**src/rtl/busy_gen_pkg.sv**
```systemverilog
package busy_gen_pkg;
    localparam int CNT_W = 4;
    localparam int STAT_W = 16;
    localparam int ST_RX    = 15;
    localparam int ST_BUF   = 14;
    localparam int ST_HOLD  = 13;
    localparam int ST_SEQ   = 12;
    localparam int ST_BURST = 11;

    typedef enum logic [1:0] {
        CFG_HOLD  = 2'd0,
        CFG_LIMIT = 2'd1,
        CFG_BURST = 2'd2,
        CFG_LEAK  = 2'd3
    } cfg_sel_e;
endpackage

```
**src/rtl/busy_tick.sv**
```systemverilog
module busy_tick #(
    parameter int DIV = 400
) (
    input  logic clk,
    input  logic rst_n,
    output logic tick
);
    localparam int CW = (DIV > 1) ? $clog2(DIV) : 1;
    localparam logic [CW-1:0] LAST = CW'(DIV - 1);

    typedef struct packed {
        logic [CW-1:0] cnt;
    } tick_st_t;

    tick_st_t s_d, s_q;

    always_comb begin
        s_d  = s_q;
        tick = (s_q.cnt == LAST);
        if (tick) s_d.cnt = '0;
        else      s_d.cnt = s_q.cnt + CW'(1);
    end

    always_ff @(posedge clk or negedge rst_n) begin
        if (!rst_n) s_q <= '0;
        else        s_q <= s_d;
    end

    generate
        if (DIV > 1) begin : g_gap
            // consecutive ticks are DIV cycles apart
            assert_tick_gap_R2: assert property (@(posedge clk) disable iff (!rst_n)
                tick |=> !tick);
        end
    endgenerate
endmodule

```
**src/rtl/busy_holdoff.sv**
```systemverilog
module busy_holdoff #(
    parameter int TW = 16
) (
    input  logic          clk,
    input  logic          rst_n,
    input  logic          tick,
    input  logic          l0,
    input  logic [TW-1:0] hold_time,
    output logic          active
);
    typedef struct packed {
        logic [TW-1:0] rem;
    } hold_st_t;

    hold_st_t s_d, s_q;

    always_comb begin
        s_d = s_q;
        if (l0)                          s_d.rem = hold_time;
        else if (tick && s_q.rem != '0)  s_d.rem = s_q.rem - TW'(1);
        active = (s_q.rem != '0);
    end

    always_ff @(posedge clk or negedge rst_n) begin
        if (!rst_n) s_q <= '0;
        else        s_q <= s_d;
    end

    assert_hold_start_R2: assert property (@(posedge clk) disable iff (!rst_n)
        (l0 && hold_time != '0) |=> active);
    assert_hold_frozen_R2: assert property (@(posedge clk) disable iff (!rst_n)
        (!l0 && !tick) |=> $stable(s_q.rem));
endmodule

```
**src/rtl/busy_bucket.sv**
```systemverilog
module busy_bucket #(
    parameter int BW = 6,
    parameter int TW = 16
) (
    input  logic          clk,
    input  logic          rst_n,
    input  logic          tick,
    input  logic          trig,
    input  logic [BW-1:0] size,
    input  logic [TW-1:0] leak_time,
    output logic          burst
);
    localparam logic [BW-1:0] LVL_MAX = '1;

    typedef struct packed {
        logic [BW-1:0] level;
        logic [TW-1:0] lcnt;
    } bkt_st_t;

    bkt_st_t s_d, s_q;
    logic leak;
    logic down;

    always_comb begin
        s_d  = s_q;
        leak = 1'b0;
        if (leak_time == '0) begin
            s_d.lcnt = '0;
        end else if (tick) begin
            if (({1'b0, s_q.lcnt} + (TW+1)'(1)) >= {1'b0, leak_time}) begin
                leak     = 1'b1;
                s_d.lcnt = '0;
            end else begin
                s_d.lcnt = s_q.lcnt + TW'(1);
            end
        end

        down = leak && (s_q.level != '0);
        if (size == '0)                                 s_d.level = '0;
        else if (trig && !down && s_q.level != LVL_MAX) s_d.level = s_q.level + BW'(1);
        else if (down && !trig)                         s_d.level = s_q.level - BW'(1);

        burst = (size != '0) && (s_q.level >= size);
    end

    always_ff @(posedge clk or negedge rst_n) begin
        if (!rst_n) s_q <= '0;
        else        s_q <= s_d;
    end

    assert_bucket_empty_R6: assert property (@(posedge clk) disable iff (!rst_n)
        (size == '0) |=> (s_q.level == '0));
    assert_sat_hold_R6: assert property (@(posedge clk) disable iff (!rst_n)
        (s_q.level == LVL_MAX && size != '0 && !leak) |=> (s_q.level == LVL_MAX));
    assert_leak_step_R7: assert property (@(posedge clk) disable iff (!rst_n)
        (!trig && leak_time == '0) |=> (s_q.level == $past(s_q.level) || s_q.level == '0));
endmodule

```
**src/rtl/busy_gen.sv**
```systemverilog
module busy_gen
    import busy_gen_pkg::*;
#(
    parameter int          TICK_DIV = 400,
    parameter int          TIME_W   = 16,
    parameter int          BURST_W  = 6,
    parameter int          BCNT_W   = 32,
    parameter logic [15:0] HOLD_RST = 16'h000A
) (
    input  logic              clk,
    input  logic              rst_n,
    input  logic              cfg_wr,
    input  logic [1:0]        cfg_addr,
    input  logic [TIME_W-1:0] cfg_wdata,
    input  logic              rx_ready,
    input  logic [CNT_W-1:0]  buf_count,
    input  logic              l0_trig,
    input  logic              seq_busy,
    output logic              busy,
    output logic [STAT_W-1:0] status,
    output logic [BCNT_W-1:0] busy_cycles
);
    typedef struct packed {
        logic [TIME_W-1:0]  hold;
        logic [CNT_W-1:0]   limit;
        logic [BURST_W-1:0] size;
        logic [TIME_W-1:0]  leak;
        logic [BCNT_W-1:0]  bcnt;
    } top_st_t;

    top_st_t s_d, s_q;
    logic tick;
    logic hold_act;
    logic burst_act;
    logic buf_full;

    busy_tick #(.DIV(TICK_DIV)) u_tick (
        .clk(clk), .rst_n(rst_n), .tick(tick)
    );

    busy_holdoff #(.TW(TIME_W)) u_hold (
        .clk(clk), .rst_n(rst_n), .tick(tick), .l0(l0_trig),
        .hold_time(s_q.hold), .active(hold_act)
    );

    busy_bucket #(.BW(BURST_W), .TW(TIME_W)) u_bucket (
        .clk(clk), .rst_n(rst_n), .tick(tick), .trig(l0_trig),
        .size(s_q.size), .leak_time(s_q.leak), .burst(burst_act)
    );

    always_comb begin
        buf_full = (s_q.limit != '0) && (buf_count >= s_q.limit);
        status           = '0;
        status[ST_RX]    = !rx_ready;
        status[ST_BUF]   = buf_full;
        status[ST_HOLD]  = hold_act;
        status[ST_SEQ]   = seq_busy;
        status[ST_BURST] = burst_act;
        status[2*CNT_W-1:CNT_W] = buf_count;
        status[CNT_W-1:0]       = s_q.limit;
        busy = |status[ST_RX:ST_BURST];

        s_d = s_q;
        if (cfg_wr) begin
            case (cfg_sel_e'(cfg_addr))
                CFG_HOLD:  s_d.hold  = cfg_wdata;
                CFG_LIMIT: s_d.limit = cfg_wdata[CNT_W-1:0];
                CFG_BURST: s_d.size  = cfg_wdata[BURST_W-1:0];
                default:   s_d.leak  = cfg_wdata;
            endcase
        end
        if (busy) s_d.bcnt = s_q.bcnt + BCNT_W'(1);
    end

    always_ff @(posedge clk or negedge rst_n) begin
        if (!rst_n) begin
            s_q       <= '0;
            s_q.hold  <= HOLD_RST;
        end else begin
            s_q <= s_d;
        end
    end

    assign busy_cycles = s_q.bcnt;

    assert_rx_busy_R3: assert property (@(posedge clk) disable iff (!rst_n)
        !rx_ready |-> busy);
    assert_full_busy_R4: assert property (@(posedge clk) disable iff (!rst_n)
        status[ST_BUF] |-> busy);
    assert_count_up_R9: assert property (@(posedge clk) disable iff (!rst_n)
        busy |=> (busy_cycles == $past(busy_cycles) + BCNT_W'(1)));
    assert_count_hold_R9: assert property (@(posedge clk) disable iff (!rst_n)
        !busy |=> $stable(busy_cycles));
endmodule

```
**config.mk**
```make
export PLATFORM = sky130hd
export DESIGN_NAME = busy_gen
export DESIGN_NICKNAME = d
export VERILOG_FILES = /design/src/rtl/busy_gen_pkg.sv /design/src/rtl/busy_tick.sv /design/src/rtl/busy_holdoff.sv /design/src/rtl/busy_bucket.sv /design/src/rtl/busy_gen.sv
export SDC_FILE = /design/constraint.sdc
export NUM_CORES = 1
export LEC_CHECK = 0
export ABC_CLOCK_PERIOD_IN_PS = 5900
export BUFFER_PORTS_ARGS = -buffer_cell sky130_fd_sc_hd__buf_2
export CAP_MARGIN = 30
export CORE_AREA = 2 2 112 114
export CTS_CLUSTER_SIZE = 14
export DETAILED_ROUTE_END_ITERATION = 8
export DIE_AREA = 0 0 114 116
export PLACE_DENSITY = 0.79
export SLEW_MARGIN = 20
export SYNTH_ARGS = -nofsm -noshare
export SYNTH_HDL_FRONTEND = slang
export SYNTH_SLANG_ARGS = --single-unit
```
**constraint.sdc**
```tcl
create_clock -name clk -period 5.9 [get_ports clk]
set_clock_uncertainty 0.15 [all_clocks]
set_input_delay 0.295 -clock clk [delete_from_list [all_inputs] [get_ports clk]]
set_output_delay 0.295 -clock clk [all_outputs]
set_load 0.01 [all_outputs]
```
* Yosys cells after proc, flatten, opt, wreduce, memory -nomap -nowiden *
Index checks and enable logic that the tools add are counted.

word-level totals
  word-level logic and storage cells = 62
  input bits = 28
  output and inout port bits = 49
  register bits after elaboration = 121

cells by class
  reductions and logical operators = 26
  magnitude comparators = 3
  equality and inequality tests = 4
  muxes and demuxes = 12
  bitwise gates (word level) = 1
  add/sub/neg operators = 7

operators with widths
  cell                                                count
  2-to-1 mux 16 bit                                   5
  adder 32 x 1 -> 32 bit, second input constant       1
  2-to-1 mux 6 bit                                    3
  adder 16 x 1 -> 17 bit, second input constant       1
  >= comparator 17 x 16 -> 1 bit                      1
  adder 16 x 1 -> 16 bit, second input constant       1
  logical NOT 16 bit                                  1
  nonzero test 16 bit                                 1
  subtractor 16 x 1 -> 16 bit, second input constant  1
  nonzero test 6 bit                                  2
  adder 9 x 1 -> 9 bit, second input constant         1
  equality test 9 bit, second input constant          1
  2-to-1 mux 9 bit                                    1
  AND reduction 2 bit                                 4
  logical AND 1 bit                                   7
  adder 6 x 1 -> 6 bit, second input constant         1
  >= comparator 6 bit                                 1
  logical NOT 6 bit                                   1
  inequality test 6 bit, second input constant        1
  subtractor 6 x 1 -> 6 bit, second input constant    1
  OR reduction 5 bit                                  1
  >= comparator 4 bit                                 1
  nonzero test 2 bit                                  2
  nonzero test 4 bit                                  1
  other kinds (8)                                     12

* Logic depth before layout (Yosys ltp) *
  depth after elaboration = 11
  mapped depth = 20
  mapped depth without buffers = 20

* Modules after synthesis *
Synthesis repeated with hierarchy kept, for this count alone.

unflattened totals
  cell total of the unflattened synthesis = 693
  area total of the unflattened synthesis = 7103.1 µm²

by module, submodules not included
  module        cells each  area an instance (µm²)  instances  seq. area each (µm²)
  busy_gen      300         3569.7                  1          1854.3
  busy_bucket   236         2088.3                  1          550.5
  busy_holdoff  120         1028.5                  1          400.4
  busy_tick     37          416.6                   1          225.2

* Worst setup path after synthesis *
OpenSTA, ideal clock, no wires.

  path kind = register to register
  start point = register u_bucket.s_q[0] in the netlist's numbering
  end point = register u_bucket.s_q[21] in the netlist's numbering
  arrival time = 4.157 ns
  cell stages (with the launch flop) = 21
  period minus slack after synthesis = 4.393 ns
  data required time = 5.664 ns
  setup slack = 1.507 ns
  path buffers = 0
  setup time = 0.086 ns
  cell sequence = dfrtp_1 ha_1 and3_1 nand3_1 nor3_1 nand3_1 xnor2_1 ha_1 a21o_1 a21o_1 a21oi_1 a41oi_4 or2_2 ha_1 a21o_1 a21oi_1 o21bai_1 a21oi_1 or3_1 and3b_1 nor3_1

on the way
  longest elaborated chain between the ends = 11
  elaborated cells between the ends (all ways) = 13
  classes of those cells = 1 x add/sub; 1 x order compare; 5 x mux; 6 x reduce/logical

ends and longest elaborated chain
  item                                line               source
  start, declared                     busy_bucket.sv:20  bkt_st_t s_d, s_q;
  start signal, assigned              busy_bucket.sv:47  if (!rst_n) s_q <= '0;
  start signal, assigned              busy_bucket.sv:48  else s_q <= s_d;
  adder 16 x 1 -> 17 bit (*)          busy_bucket.sv:30  if (({1'b0, s_q.lcnt} + (TW+1)'(1)) >= {1'b0, leak_time}) begin
  >= comparator 17 x 16 -> 1 bit (*)  busy_bucket.sv:30
  2-to-1 mux 1 bit (*)                busy_bucket.sv:30
  2-to-1 mux 1 bit (*)                busy_bucket.sv:29  end else if (tick) begin
  2-to-1 mux 1 bit (*)                busy_bucket.sv:27  if (leak_time == '0) begin
  logical AND 1 bit (*)               busy_bucket.sv:38  down = leak && (s_q.level != '0);
  logical NOT 1 bit                   busy_bucket.sv:40  else if (trig && !down && s_q.level != LVL_MAX) s_d.level = s_q.level + BW'(1);
  logical AND 1 bit (2 in series)     busy_bucket.sv:40
  2-to-1 mux 6 bit                    busy_bucket.sv:40
  2-to-1 mux 6 bit                    busy_bucket.sv:39  if (size == '0) s_d.level = '0;

Mark *: on every way between the ends. The rest lies on a longest branch, timed or not.
A chain may end at the register's enable or synchronous reset.

* Worst setup path in the final report *
Ends and elaborated chain as after synthesis.

==> impl_results.md <==
* H-tree depth at 4
* Period Utilization, post-route at 0.838
* Die W at 114 um
* DRT iter0 DRCs at ~240
* RSZ-0062 raised after global routing: false
* Cell Count, Final, Fillers Out at about 860
* Critical Path Fanout Max at 6
* Delay of the slowest critical-path stage at approximately 0.42 ns
* Post-DP HPWL at about 10000 um
* Fin. Hold Viols at 0
* Via count at just under 5000
* Number of max-cap violations at 0
* # clock sinks at 121
* Crit-path cells: ha_1, and3_1, nand3_1, nor3_1, nand3_1, xnor2_1, ha_1, a21o_1, a21o_1, a21oi_1, a41oi_4, or2_2, ha_1, a21o_1, a21oi_1, o21bai_1, a21oi_1, nand3b_1, and3b_1, nor3_1
* Leak at roughly 3.7 nW
* Wirelength per Cell at 16.6 um
* Synth top area share at 0.429
* Die Y at 116 um
* Min Tclk post-route at just under 5 ns
* Full die area at 13200 um^2
* Final ANT Viol Nets at 0
* CP bufs+invs at 0
* Initial antenna violation count at 0
* Routed wire length on met2 at 6740 um
* Pre-antenna DRT Iters at 5
* Critical Path RT at around 6.1 ns
* Max Freq at 202 MHz
* Met1 wire length at between 6000 and 7000 um
* Pins Over Slew Limit at 0
* Top FF cell, synth: dfrtp_1
* IO Pins at slightly below 80
* Post-Synthesis Cells at about 650
* Crit path max-delay family: simple AND/OR/NAND/NOR gates
* Cell Area, Synth at between 6000 and 7000 um^2
* Critical path type: reg2reg
* Post-DR vias/cell at 5.72
* Fill count at between 900 and 1000
* Nets at 761
* Count of port buffers added during placement at 73
* Proportion of layout cells with a drive suffix above 1 at 0.255
* ANT cells at 0
* Highest routed layer: met4
* Peak VDD IR at between 0.00015 and 0.0002 V
* Routed WL at around 14000 um
* Clk root buf: clkbuf_16
* First-pass GRT wire length at 24100 um
* Starting density of the core at 0.583
* Yosys warnings at 0
* Core footprint at approximately 12000 um^2
* Slowest cell on crit path: dfrtp_1
* Clock Pin Slew Worst Setup and Hold Paths at 0.06 ns
* Sequential area share after synthesis at 0.436
* Crit path launch type: register
* Setup Fix Bufs, Post-CTS at 0
* CTS tree: done
* Hold/Removal Path Class: in2reg
* Total track usage at 0.235
* Gp weighted congestion at 0.906
* Share of synthesized registers carrying an async set or reset at 1.00
* Placed Instances at approximately 800
* WHS at roughly 0.019 ns
* Final core utilization at 0.661
* Total chip power at approximately 0.0027 W
* Least-Margin Pin Slew at between 0.8 and 0.9 ns
* Cell taking the most area after synthesis: dfrtp_1
* Final setup violation count at 0
* Met3 routed WL at roughly 670 um
* Gr ovfl total at 0
* Largest net degree at the start of global routing at between 70 and 80
* WP data arrival at 5.13 ns
* Status: finished clean
* Library cells used by synthesis at 64
* Num CTS Buffers at 17
* Bufs on Longest Clock Path at 2
* Rel. slew slack at 0.453
* Synth Area per Inst at between 10 and 15 um^2
* Worst-skew pair later-pin latency at roughly 0.42 ns
* Leading post-synthesis cells by cell area: dfrtp_1 43%, xnor2_1 7.3%, mux2_2 7.0%
* Vias in the first global route at ~5000
* PD cells at between 300 and 400 nW/um^2
* Setup tns final at 0 ns
* Setup crit end kind: register
* Number of remaining DRC errors at 0
* Site Rows at 40
* Area Growth Syn to Fin at 13.3%
* Number of synthesized flops with an enable pin at 0
* Flops & latches, synth at between 100 and 150
state kept, by name, indices dropped and copies added (netlist names):
signal,count
status,4
u_tick.s_q,9
busy_cycles,32
s_q,38
u_hold.s_q,16
u_bucket.s_q,22
per-layer routing:
| layer | vias to the layer above | track usage |
|---|---|---|
| li1 | 2327 | - |
| met1 | 2423 | 0.312 |
| met2 | 127 | 0.371 |
| met3 | 30 | 0.0544 |
| met4 | 0 | 0.104 |
| met5 | - | 0 |
synth_stat cells, types with 3 or more instances:
cell and number:
a21o_1 14, a21oi_1 12, a22o_1 6, and2_1 3
and3_1 21, buf_1 3, buf_2 5, buf_4 48
clkbuf_1 6, dfrtp_1 119, ha_1 34, inv_1 38
mux2_2 43, mux2i_1 5, nand2_1 32, nand2b_1 6
nand3_1 24, nand3_2 9, nand3b_1 3, nand4_1 19
nor2_1 25, nor2b_1 3, nor3_1 11, nor3b_1 7
nor4_1 6, nor4_2 3, o211ai_1 4, o21ai_0 21
o21ai_1 4, or3_1 5, or4_1 3, xnor2_1 58
xor2_1 11
layout by cell type, fill, tap and decap left out, drive strengths merged, types with 3 or more instances in the layout:
cell type    count
bufinv           3
and2             3
nor3            13
nor4            10
inv             38
mux2            44
dfrtp          119
nor3b            7
buf             77
and3            21
nand2           33
nand3b           3
a21o            14
a21oi           12
xnor2           58
a22o             6
nand3           33
o211ai           4
nor2            25
nor2b            3
or4              4
dlygate4sd3     12
xor2            11
nand2b           7
ha              34
o21ai           25
clkinv           3
clkbuf          25
mux2i            6
nand4           20
conb             3
or3              6
what timing repair did:
item                      in CTS  in global routing
hold endpoints to repair      69                  0
gates resized for setup        0                  0
hold buffers                  12                  0
cell type report:
| class | instances | area (um^2) | area share |
|---|---|---|---|
| repair buffers | 89 | 528 | 0.0671 |
| clock buffers | 25 | 495 | 0.0630 |
| clock inverters | 7 | 116 | 0.0148 |
| inverters | 38 | 143 | 0.0181 |
| flip-flops and latches | 121 | 3030 | 0.385 |
| multi-input cells | 431 | 3370 | 0.428 |
| well taps | 147 | 184 | 0.0234 |
cells by family (layout without fill, tap and decap cells):
group	count (synthesis)	after routing	synth area share
flip-flops	121	121	0.436
AO/OA/AOI/OAI	79	79	0.0800
adder cells (fa/ha/maj)	35	35	0.0642
AND/OR/NAND/NOR	195	195	0.167
other	1	3	0.000540
buffers and inverters	101	159	0.0825
multiplexers	50	50	0.0818
XOR/XNOR	69	69	0.0870
through the flow:
step                worst slack, ns  instance area [um^2]
floorplan                      1.51                  6950
global placement               1.29                  7100
detailed placement             1.12                  7120
CTS                            1.02                  7850
global route                  0.639                  7870
finish                        0.954                  7870
path summary, 6_finish.rpt:
check / from / end / slack (ns) / depth (start not counted)
setup / recovery: u_bucket.s_q[0] / u_bucket.s_q[21] / 0.95 / 20
hold / removal: cfg_wdata[3] / status[3] / 0.02 / 2
hold reg to reg: u_tick.s_q[0] / u_tick.s_q[0] / 0.32 / 1
setup reg to reg: u_bucket.s_q[0] / u_bucket.s_q[21] / 0.95 / 20
min in group asynchronous: rst_n / u_bucket.s_q[14] / 0.30 / 2
max in group asynchronous: rst_n / u_tick.s_q[8] / 4.17 / 4
power by group:
| part | leakage (nW) | internal, W | switching (W) |
|---|---|---|---|
| logic | 1.91 | 0.000263 | 0.000282 |
| clock network | 0.297 | 0.000708 | 0.000358 |
| registers | 1.53 | 0.000953 | 0.000125 |
Power figures use the tool's default switching activity.
